File: src/rtl/psr_pkg.sv
package psr_pkg;
  localparam int PSR_W    = 32;
  localparam int LANES    = 4;
  localparam int MODE_W   = 5;
  localparam int FIQ_BIT  = 6;
  localparam int EXEC_BIT = 5;
  localparam logic [MODE_W-1:0] MODE_USER = 5'b10000;
  localparam logic [MODE_W-1:0] MODE_SUPV = 5'b10011;
  localparam logic [PSR_W-1:0]  PSR_RESET =
    {{(PSR_W-8){1'b0}}, 3'b110, MODE_SUPV};

  function automatic logic [PSR_W-1:0] span(input int hi, input int lo);
    logic [PSR_W-1:0] m;
    for (int i = 0; i < PSR_W; i++) m[i] = (i >= lo) && (i <= hi);
    return m;
  endfunction
endpackage

File: src/rtl/psr_mode_check.sv
module psr_mode_check
  import psr_pkg::*;
(
  input  logic [MODE_W-1:0] mode,
  output logic              legal
);
  always_comb begin
    unique case (mode)
      5'b10000, 5'b10001, 5'b10010, 5'b10011,
      5'b10110, 5'b10111, 5'b11011, 5'b11111: legal = 1'b1;
      default:                                legal = 1'b0;
    endcase
  end
endmodule

File: src/rtl/psr_lane_mask.sv
module psr_lane_mask
  import psr_pkg::*;
#(
  parameter bit IS_SAVED = 1'b0
) (
  input  logic [LANES-1:0] lanes,
  input  logic             qual,
  input  logic             priv,
  input  logic             mode_ok,
  output logic [PSR_W-1:0] mask
);
  generate
    if (IS_SAVED) begin : g_saved
      logic [LANES-1:0][PSR_W-1:0] part;
      for (genvar i = 0; i < LANES; i++) begin : g_lane
        localparam int LO = 8 * i;
        localparam int HI = (i == 2) ? 19 : 8 * i + 7;
        assign part[i] = lanes[i] ? span(HI, LO) : '0;
      end
      assign mask = part[0] | part[1] | part[2] | part[3];
    end else begin : g_current
      logic [PSR_W-1:0] m3, m2, m1, m0;
      always_comb begin
        m3 = lanes[3] ? span(31, qual ? 24 : 27) : '0;
        m2 = lanes[2] ? span(19, 16) : '0;
        m1 = lanes[1] ? span(qual ? 15 : 9, priv ? 8 : 9) : '0;
        m0 = '0;
        if (lanes[0]) begin
          if (priv) begin
            m0[7:6] = 2'b11;
            if (mode_ok) m0[MODE_W-1:0] = '1;
          end
          if (qual) m0[EXEC_BIT] = 1'b1;
        end
      end
      assign mask = m3 | m2 | m1 | m0;
    end
  endgenerate

  // bits 23:20 are never opened
  always_comb a_r4_gap_closed: assert (mask[23:20] == 4'b0);
  // user mode never opens bit 8 of the current register
  always_comb a_r5_user_bit8: assert (IS_SAVED || priv || !mask[8]);
  // without qualifier, bits 26:24 of the current register stay closed
  always_comb a_r3_low_top: assert (IS_SAVED || qual || mask[26:24] == 3'b0);
endmodule

File: src/rtl/psr_write_unit.sv
module psr_write_unit
  import psr_pkg::*;
(
  input  logic             clk,
  input  logic             rst,
  input  logic             wr_en,
  input  logic             sel_saved,
  input  logic [3:0]       lane_sel,
  input  logic             state_qual,
  input  logic             nmfi_cfg,
  input  logic [31:0]      wr_data,
  output logic [31:0]      cur_psr,
  output logic [31:0]      saved_psr,
  output logic             mode_err
);
  logic [PSR_W-1:0] cur_q, sav_q;
  logic             err_q;
  logic             priv, data_mode_ok, held_mode_ok, bad_try;
  logic [PSR_W-1:0] cur_mask, sav_mask, cur_next, sav_next;

  assign priv = (cur_q[MODE_W-1:0] != MODE_USER);

  psr_mode_check u_data_mode (.mode(wr_data[MODE_W-1:0]), .legal(data_mode_ok));
  psr_mode_check u_held_mode (.mode(cur_q[MODE_W-1:0]),   .legal(held_mode_ok));

  psr_lane_mask #(.IS_SAVED(1'b0)) u_cur_mask (
    .lanes(lane_sel), .qual(state_qual), .priv(priv),
    .mode_ok(data_mode_ok), .mask(cur_mask));

  psr_lane_mask #(.IS_SAVED(1'b1)) u_sav_mask (
    .lanes(lane_sel), .qual(state_qual), .priv(priv),
    .mode_ok(data_mode_ok), .mask(sav_mask));

  always_comb begin
    cur_next = (cur_q & ~cur_mask) | (wr_data & cur_mask);
    if (nmfi_cfg && !cur_q[FIQ_BIT]) cur_next[FIQ_BIT] = 1'b0;
    sav_next = (sav_q & ~sav_mask) | (wr_data & sav_mask);
  end

  assign bad_try = wr_en && !sel_saved && lane_sel[0] && priv && !data_mode_ok;

  always_ff @(posedge clk) begin
    if (rst) begin
      cur_q <= PSR_RESET;
      sav_q <= PSR_RESET;
      err_q <= 1'b0;
    end else begin
      err_q <= bad_try;
      if (wr_en) begin
        if (sel_saved) sav_q <= sav_next;
        else           cur_q <= cur_next;
      end
    end
  end

  assign cur_psr   = cur_q;
  assign saved_psr = sav_q;
  assign mode_err  = err_q;

  // without a strobe nothing moves
  a_r2_hold: assert property (@(posedge clk) disable iff (rst)
    !wr_en |=> ($stable(cur_psr) && $stable(saved_psr)));
  // a saved write leaves the current register alone
  a_r12_saved_isolated: assert property (@(posedge clk) disable iff (rst)
    (wr_en && sel_saved) |=> $stable(cur_psr));
  // the held mode is always a legal encoding
  a_r7_mode_legal: assert property (@(posedge clk) disable iff (rst)
    held_mode_ok);
  // user-mode writes never alter bits 7:6 or the mode
  a_r6_user_locked: assert property (@(posedge clk) disable iff (rst)
    (wr_en && !sel_saved && cur_psr[4:0] == MODE_USER) |=>
      (cur_psr[7:0] & 8'hDF) == ($past(cur_psr[7:0]) & 8'hDF));
  // clamp keeps a clear F bit clear
  a_r10_nmfi_clamp: assert property (@(posedge clk) disable iff (rst)
    (wr_en && !sel_saved && nmfi_cfg && !cur_psr[FIQ_BIT]) |=> !cur_psr[FIQ_BIT]);
  // the flag only follows a current-register write
  a_r8_err_cause: assert property (@(posedge clk) disable iff (rst)
    mode_err |-> $past(wr_en && !sel_saved && lane_sel[0]));
endmodule

File: config.mk
export PLATFORM = sky130hd
export DESIGN_NAME = psr_write_unit
export DESIGN_NICKNAME = d
export VERILOG_FILES = /design/src/rtl/psr_pkg.sv /design/src/rtl/psr_mode_check.sv /design/src/rtl/psr_lane_mask.sv /design/src/rtl/psr_write_unit.sv
export SDC_FILE = /design/constraint.sdc
export NUM_CORES = 1
export LEC_CHECK = 0
export ABC_AREA = 1
export BUFFER_PORTS_ARGS = -buffer_cell sky130_fd_sc_hd__buf_2
export CAP_MARGIN = 10
export CORE_MARGIN = 8
export CORE_UTILIZATION = 35
export DETAILED_ROUTE_END_ITERATION = 8
export PLACE_DENSITY = 0.67
export SLEW_MARGIN = 20
export SYNTH_ARGS = -nofsm -noshare
export SYNTH_HDL_FRONTEND = slang
export SYNTH_SLANG_ARGS = --single-unit
File: constraint.sdc
create_clock -name clk -period 1.32 [get_ports clk]
set_clock_uncertainty 0.05 [all_clocks]
set_input_delay 0.264 -clock clk [delete_from_list [all_inputs] [get_ports clk]]
set_output_delay 0.264 -clock clk [all_outputs]
set_load 0.01 [all_outputs]
==> flow_summary.toml, run 1 <==
[power]
seqPwrFrac_pct = 46.0
p_sw_uw = 959
power.leakage_uw = 0.00147
power.share.clock_pct = 43.6
p_int_uw = 3010
power_density_nw_per_um2 = 1320
p_sw_share_pct = 24.2
ir_drop_mv = 0.647
combPwrFrac_pct = 10.4

[setup_path]
cpLargestDelayFamily = "flip-flops"
worstPathCellList = "buf_2"
crit_path_start_kind = "flop"
critPathLaunch = "cur_psr[4]"
cp-end-kind = "output pin"
critPathCapture = "cur_psr[4]"
slowest_stage = "dfxtp_1"
r2r-start = "cur_psr[1]"
critical_path_class = "flop to output pin"
worst-path-stages = 1
reg2reg_setup_slack_ns = 0.19
reg2reg_depth = 7
crit_path_max_incr_delay_ns = 0.37
crit_buf_inv = 1
crit_arrival_ns = 0.86
r2r_end = "cur_psr[1]"
cp_max_fo = 3
required_ns = 1.01

[floorplanning]
die_x_um = 95.5
die_y_um = 95.5
core_um2 = 6240
io_pins = 107
rows = 29
start_util_pct = 35.5
die_area_um2 = 9130

[logic_synthesis]
ys_top_cells_by_area = "dfxtp_1 (52%), a21oi_1 (7.9%), nand2_1 (7.6%), o21ai_0 (7.0%), inv_1 (5.3%)"
synthesis.area_um2 = 2210
synth.avg_cell_area_um2 = 7.85
synth_top_area_share_pct = 51.6
synth-seq-area-share_pct = 51.6
yosysUniqueCellTypes = 22
synth.largest_area_cell = "dfxtp_1"
ys_ff_latch = 57
ys_warn_count = 0
syn_inst = 282

[final_layout]
layout_common_cells = "buf_2 (94), dfxtp_1 (57), nand2_1 (45)"
antenna_cells = 0
area_growth_pct = 35.8
drive_gt1_share_pct = 33.9
final_common_cell = "buf_2"
final_cell_area_um2 = 3010
layout.nets = 429

[route]
drtIter0Drc = 85
firstDrtPassIters = 5
drtAntennaViolNets = 0
vias_per_cell = 4.41
drcViolationCount = 0
routed_wl_um = 6050
via_count = 2070
avgRoutedWirePerCell_um = 12.9

[cts]
clk_latency_ns = 0.33
cts_inserted_buffers = 9
post_cts_buffers = 0
clk_pin_slew_worst_paths_ns = 0.07
cts_tree = "built"
cts_buffer_depth = 2
htree_levels = 3
clockRootBuffer = "clkbuf_8"
cts.sinks = 57

[global_route]
antenna_found_initial = 1
grt_pass1_vias = 2082
grt_pass1_wl_um = 9510
grtUsageTotal_pct = 13.6
grt_max_degree = 43
overflow = 0

[outcome]
status = "finished, final reports clean"

[place]
dp_slack_ns = 0.0689
place.gp.congestion = 0.761
io_buffers = 94
dpl_cell_area_um2 = 2790
dp_hpwl_um = 4740

[sta]
maxSlewViolCount = 0
timing.final.ws_setup_ns = 0.150
fmax_mhz = 855
fin_crit_sh_pct = 88.6
finalHoldViolations = 0
final.setup.tns_ns = 0
min_period_ns = 1.17
setup_viol = 0
rsz0062_at_grt = "false"

[min_path]
hold_start = "wr_data[7]"
min_path_type = "primary input to flop"

[job]
drv_cap = 0
[cell usage after synthesis]
cell type  instances
nand2_4            3
clkbuf_1           2
nand4_1            2
buf_1              1
nor2_4             4
a21oi_1           35
inv_1             31
conb_1             1
nand2_2            2
buf_2              5
nor3_1             1
o21bai_1           2
nand3_1           17
nand3_2            1
dfxtp_1           57
buf_4              8
o21ai_0           31
o211ai_1           2
inv_4              1
inv_2              3
nor2_1            28
nand2_1           45
[routing by layer]
layer / track usage [%] / part of all wire, % / vias to the layer above
li1: - / - / 1101
met1: 14.6 / 43 / 888
met2: 22.0 / 45 / 69
met3: 6.85 / 10 / 10
met4: 5.76 / 1.6 / 2
met5: 0 / 0.13 / -
[cell families (layout without fill, tap and decap cells)]
group | Yosys count | in the layout | synth area share, %
AOI/OAI and AO/OA | 70 | 70 | 16.3
other | 1 | 8 | 0.169
DFF | 57 | 57 | 51.6
buffers and inverters | 51 | 154 | 10.4
and+or+nand+nor | 103 | 103 | 21.6
[sequential cells by signal, summed over array words and instances, names as in the netlist]
register	cells
cur_psr	28
mode_err	1
saved_psr	28
[what timing repair did]
action / in CTS / in global routing
gates resized for setup: 0 / 1
setup endpoints to repair: 0 / 5
hold buffers: 0 / 0
[worst min-delay path by stage]
stage / to / slack, ns / cells after the start
2_1_floorplan: cur_psr[7] / 0.33 / 2
3_3_place_gp: saved_psr[16] / 0.38 / 2
3_5_place_dp: saved_psr[12] / 0.38 / 2
4_1_cts: saved_psr[7] / 0.09 / 3
5_1_grt: cur_psr[7] / 0.11 / 3
6_report: cur_psr[7] / 0.10 / 3
[worst register-to-register path, delay by kind of cell (launching register included)]
family,cells,cell delay (ns)
buffers and inverters,1,0.06
flip-flops,1,0.32
AND/OR/NAND/NOR,6,0.65
[final cells by class]
class	count	area, um^2
fill	651	3240
sequential	57	1140
multi-input combinational	181	873
timing repair buffer	103	551
inverter	35	134
clock buffer	10	128
tap	77	96.3
clock inverter	6	82.6
[metrics by stage]
stage / utilization (%) / hold WS (ns) / instances / total power, uW
floorplan: - / 0.327 / 289 / 2090
finish: 48.2 / 0.104 / 469 / 3970
detailed placement: 44.7 / 0.382 / 453 / 2280
CTS: 48.1 / 0.0914 / 469 / 4020
global route: 48.2 / 0.114 / 469 / 4160
global placement: 44.7 / 0.378 / 453 / 2270
[power groups by stage]
stage | logic, uW | clock network (uW) | registers, uW
5_1_grt | 465 | 1860 | 1830
2_1_floorplan | 192 | 0 | 1900
6_report | 414 | 1730 | 1830
3_3_place_gp | 412 | 0 | 1860
3_5_place_dp | 418 | 0 | 1860
4_1_cts | 420 | 1780 | 1830
No activity file was read; power rests on OpenSTA's default activity.
==> inputs of run 2 (changes only) <==
Settings changed: ABC_AREA 1 to default, CORE_UTILIZATION 35 to 45, PLACE_DENSITY 0.67 to 0.83.
==> run 2 against run 1 <==
Compared with the run above:
- the flow now finishes with violations (negative setup slack)
- combinational power fell by 1%
- die area fell by 20%
- register-to-register slack got worse by 0.41 ns
- core utilization rose by 16 points
- worst hold slack improved by 0.033 ns
- design area rose by 0.87%
- via count fell by 1.5%
- largest power group unchanged
==> flow_summary.toml, run 2 <==
[outcome]
status = "finished with violations"
violations = "negative setup slack"

[cts]
cts.sinks = 57
cts_inserted_buffers = 9
cts_buffer_depth = 2
htree_levels = 3
cts_tree = "built"
hold_buffers = 0
clockRootBuffer = "clkbuf_8"
clk_latency_ns = 0.32
clk_pin_slew_worst_paths_ns = 0.06

[route]
vias_per_cell = 5.00
routed_wl_um = 5980
drtIter0Drc = 155
firstDrtPassIters = 4
avgRoutedWirePerCell_um = 14.7
drtAntennaViolNets = 0
drcViolationCount = 0
via_count = 2038

[final_layout]
final_util_pct = 64.6
drive_gt1_share_pct = 39.3
nFillCells = 399
multi_input_area_um2 = 980
layout_common_cells = "buf_2 (94), dfxtp_1 (55), nor2_1 (35)"
antenna_cells = 0
layout.nets = 394
area_growth_pct = 38.8
final_cell_area_um2 = 3030
final_common_cell = "buf_2"
register_area_um2 = 1140

[floorplanning]
die_y_um = 85.7
die_area_um2 = 7340
io_pins = 107
rows = 25
core_um2 = 4690
start_util_pct = 46.6
die_x_um = 85.7

[place]
dp_slack_ns = -0.210
dp_hpwl_um = 4720
dpl_cell_area_um2 = 2830
io_buffers = 94
place.gp.congestion = 0.868

[setup_path]
worstPathCellList = "or4b_4 > buf_4 > o21ai_4 > o21ai_1 > o31a_1"
required_ns = 1.49
crit_path_start_kind = "flop"
critical_path_class = "flop to flop"
crit_arrival_ns = 1.71
cp-end-kind = "flop"
crit_path_max_incr_delay_ns = 0.55
cp_max_fo = 5
slowest_stage = "or4b_4"

[sta]
fmax_mhz = 648
min_period_ns = 1.54
maxSlewViolCount = 0
timing.final.ws_setup_ns = -0.223
finalHoldViolations = 0
rsz0062_at_grt = "true"
fin_crit_sh_pct = 117
setup_viol = 9

[global_route]
grt_pass1_vias = 2050
antenna_found_initial = 0
grtUsageTotal_pct = 16.0
use_met3_pct = 6.21
grt.busiest_layer = "met2"
overflow = 0
grtUsageMet1_pct = 16.7
grt_pass1_wl_um = 9380
use_met2_pct = 27.5
grt_max_degree = 29

[logic_synthesis]
synth_top_area_share_pct = 52.2
syn_inst = 237
ys_ff_latch = 57
synthesis.area_um2 = 2180
synth_edf_count = 0
synth.most_common_cell = "dfxtp_1"
synth.largest_area_cell = "dfxtp_1"
yosysUniqueCellTypes = 26
synth.avg_cell_area_um2 = 9.22
synth-seq-area-share_pct = 52.2
synthFlopType = "dfxtp_1"
ys_warn_count = 0
async_reset_ff_share_pct = 0
ys_top_cells_by_area = "dfxtp_1 (52%), mux2i_1 (14%), nand2_1 (6.0%), nor2_1 (6.0%), nand3_1 (5.0%)"
synth_common_cells = "dfxtp_1 (57), nand2_1 (35), nor2_1 (35), mux2i_1 (31), nand3_1 (22)"

[power]
power_uw = 3630
ir_drop_mv = 0.778
power_density_nw_per_um2 = 1200
power.leakage_uw = 0.00166

[job]
drv_cap = 0

[min_path]
min_path_type = "primary input to flop"
## run 2: changes by cell type after synthesis, moves of 4 or more
cell	delta
inv_1	-30
mux2i_1	+31
o21ai_0	-27
nand2_1	-10
nor2_4	-4
a21oi_1	-22
clkbuf_1	+7
nand3_1	+5
nor2_1	+7
## run 2: what timing repair did
item,in CTS,in global routing
endpoints found under the setup margin,9,9
setup buffers,0,1
gates resized for setup,0,8
pin swaps,3,6
## run 2: worst paths after layout
kind	startpoint	endpoint	slack, ns	cells after the start
max	cur_psr[1]	cur_psr[6]	-0.22	5
min	wr_data[4]	saved_psr[4]	0.14	3
max reg2reg	cur_psr[1]	cur_psr[6]	-0.22	5
min reg2reg	cur_psr[18]	cur_psr[18]	0.40	2
## run 2: final cells by class
| class | instances | share of cell area, % |
|---|---|---|
| flip-flops and latches | 57 | 37.7 |
| multi-input cells | 166 | 32.3 |
| repair buffers | 117 | 22.0 |
| clock buffers | 13 | 5.57 |
| well taps | 54 | 2.23 |
| inverters | 1 | 0.124 |
## run 2: logic make-up after synthesis
family                 synth area share (%)
DFF                                    52.2
and+or+nand+nor                        20.2
other                                 0.172
buffers and inverters                  5.15
AOI/OAI and AO/OA                      8.08
muxes                                  14.2
## run 2: power by group
part           switching (uW)  internal, uW
registers                27.7          1780
logic                     225           184
clock network             606           805
total                     859          2770
## run 2: worst max-delay path, delay by kind of cell (launching register included)
kind	cells	cell delay, ns
flops	1	0.32
buf+inv	1	0.16
compound gates	3	0.36
simple gates	1	0.55
## run 2: metrics by stage
step / hold slack [ns] / TNS, ns / instances
after global routing: 0.147 / -1.98 / 408
after floorplan: 0.338 / -0.967 / 244
after CTS: 0.131 / -1.29 / 407
final: 0.137 / -1.65 / 408
after detailed placement: 0.393 / -1.93 / 394
after global placement: 0.390 / -1.16 / 394
## run 2: per-layer routing
metal	vias to the layer above	share of wire (%)
li1	1020	-
met1	938	41
met2	74	49
met3	6	8.7
met4	0	1.3
met5	-	0
==> inputs of run 3 (changes only) <==
Settings changed: CORE_UTILIZATION 45 to 41, PLACE_DENSITY 0.83 to 0.79.
Clock period 1.32 ns to 1.34 ns, I/O delays scaled along.
==> run 3 against run 2 <==
Compared with the run above:
- the flow still finishes with violations (negative setup slack)
- wire length about the same
- final cell count increased by 4.4%
- clock power increased by 6%
- combinational power decreased by 2%
- worst hold slack got worse by 0.0080 ns
- global-route usage decreased by 0.41 points
- first-iteration DRC count decreased by 65%
- critical path depth decreased by 2
- die area increased by 7.9%
- flip-flop and latch count unchanged
- register-to-register slack improved by 0.05 ns
- largest power group unchanged
==> flow_summary.toml, run 3 (same netlist as run 2, synthesis figures left out) <==
[power]
ir_drop_mv = 0.679
power.leakage_uw = 0.00167
p_sw_uw = 872
combPwrFrac_pct = 11.0
power.share.clock_pct = 40.6
power_uw = 3670
p_sw_share_pct = 23.7
seqPwrFrac_pct = 48.4
power_density_nw_per_um2 = 1200
p_int_uw = 2800

[sta]
fin_crit_sh_pct = 113
timing.final.ws_setup_ns = -0.171
rsz0062_at_grt = "true"
setup_viol = 9
final.setup.tns_ns = -1.21
maxSlewViolCount = 0
min_period_ns = 1.51
fmax_mhz = 662
whs_ns = 0.129
finalHoldViolations = 0

[cts]
cts_inserted_buffers = 9
cts.sinks = 57
clockRootBuffer = "clkbuf_8"
clk_latency_ns = 0.32
cts_tree = "built"
htree_levels = 3
cts_buffer_depth = 2
clk_pin_slew_worst_paths_ns = 0.06

[global_route]
antenna_found_initial = 0
grt_pass1_wl_um = 9360
overflow = 0
grtUsageTotal_pct = 15.6
grt_max_degree = 26
grt_pass1_vias = 1998

[outcome]
status = "finished with violations"
violations = "negative setup slack"

[final_layout]
drive_gt1_share_pct = 39.0
nFillCells = 485
antenna_cells = 0
area_growth_pct = 40.4
final_util_pct = 59.7
final_common_cell = "buf_2"
final_cell_area_um2 = 3070
layout.nets = 393
layout_common_cells = "buf_2 (94), dfxtp_1 (56), nor2_1 (35)"

[route]
vias_per_cell = 4.69
drtAntennaViolNets = 0
firstDrtPassIters = 4
routed_wl_um = 5990
drtIter0Drc = 54
via_count = 1997
drcViolationCount = 0
avgRoutedWirePerCell_um = 14.0

[setup_path]
required_ns = 1.50
cp_max_fo = 5
critical_path_class = "flop to flop"
crit_path_start_kind = "flop"
crit_arrival_ns = 1.67
cp-end-kind = "flop"

[place]
place.gp.congestion = 0.829
dpl_cell_area_um2 = 2860
dp_hpwl_um = 4670
io_buffers = 94

[job]
drv_cap = 0

[floorplanning]
die_y_um = 89.0
die_x_um = 89.0
start_util_pct = 42.5
die_area_um2 = 7920
core_um2 = 5140
rows = 26
io_pins = 107

[min_path]
min_path_type = "primary input to flop"
==> run 3: changes by cell type in the layout (fill, tap and decap cells not counted), sizes merged <==
cell	change
clkinv	+2
buf	-1
clkbuf	+1
==> run 3: layer usage <==
layer / up-vias / share of wire, % / GRT usage, %
li1: 1019 / - / -
met1: 907 / 40 / 16.6
met2: 63 / 49 / 26.7
met3: 8 / 8.9 / 5.51
met4: 0 / 1.7 / 7.70
met5: - / 0 / 0
==> run 3: power groups by stage <==
stage	sequential, uW	combinational (uW)	clock, uW
floorplan	1840	182	0
global placement	1810	397	0
detailed placement	1810	403	0
CTS	1780	407	1540
global route	1780	446	1630
finish	1780	403	1490
==> run 3: cell type report <==
class / instances / area (um^2) / area share [%]
Clock buffer: 14 / 183 / 5.96
Clock inverter: 2 / 10.0 / 0.326
Inverter: 1 / 3.75 / 0.122
Multi-Input combinational cell: 166 / 967 / 31.5
Sequential cell: 57 / 1140 / 37.3
Tap cell: 70 / 87.6 / 2.86
Timing Repair Buffer: 116 / 673 / 22.0
==> run 3: final timing paths <==
| check | from | to | slack, ns | depth (start not counted) |
|---|---|---|---|---|
| worst max register to register | cur_psr[2] | cur_psr[2] | -0.17 | 3 |
| worst max-delay path | cur_psr[2] | cur_psr[2] | -0.17 | 3 |
| worst min-delay path | rst | saved_psr[2] | 0.13 | 2 |
| worst min register to register | cur_psr[17] | cur_psr[17] | 0.41 | 2 |
==> run 3: critical path: stages (launching register included) <==
cell and delay (ns):
dfxtp_2 0.32, or4b_4 0.55, or2_4 0.30, a41o_1 0.19
==> run 3: timing repair <==
| action | CTS | global route |
|---|---|---|
| resized for setup | 3 | 0 |
| hold buffers | 0 | 0 |
| pin swaps | 3 | 1 |
| buffers inserted | 0 | 0 |
| setup endpoints to repair | 9 | 9 |
==> run 3: stage by stage <==
| step | worst slack [ns] | std cells |
|---|---|---|
| 2_1_floorplan | -0.136 | 244 |
| 3_3_place_gp | -0.141 | 410 |
| 3_5_place_dp | -0.165 | 410 |
| 4_1_cts | -0.178 | 426 |
| 5_1_grt | -0.258 | 426 |
| 6_report | -0.171 | 426 |
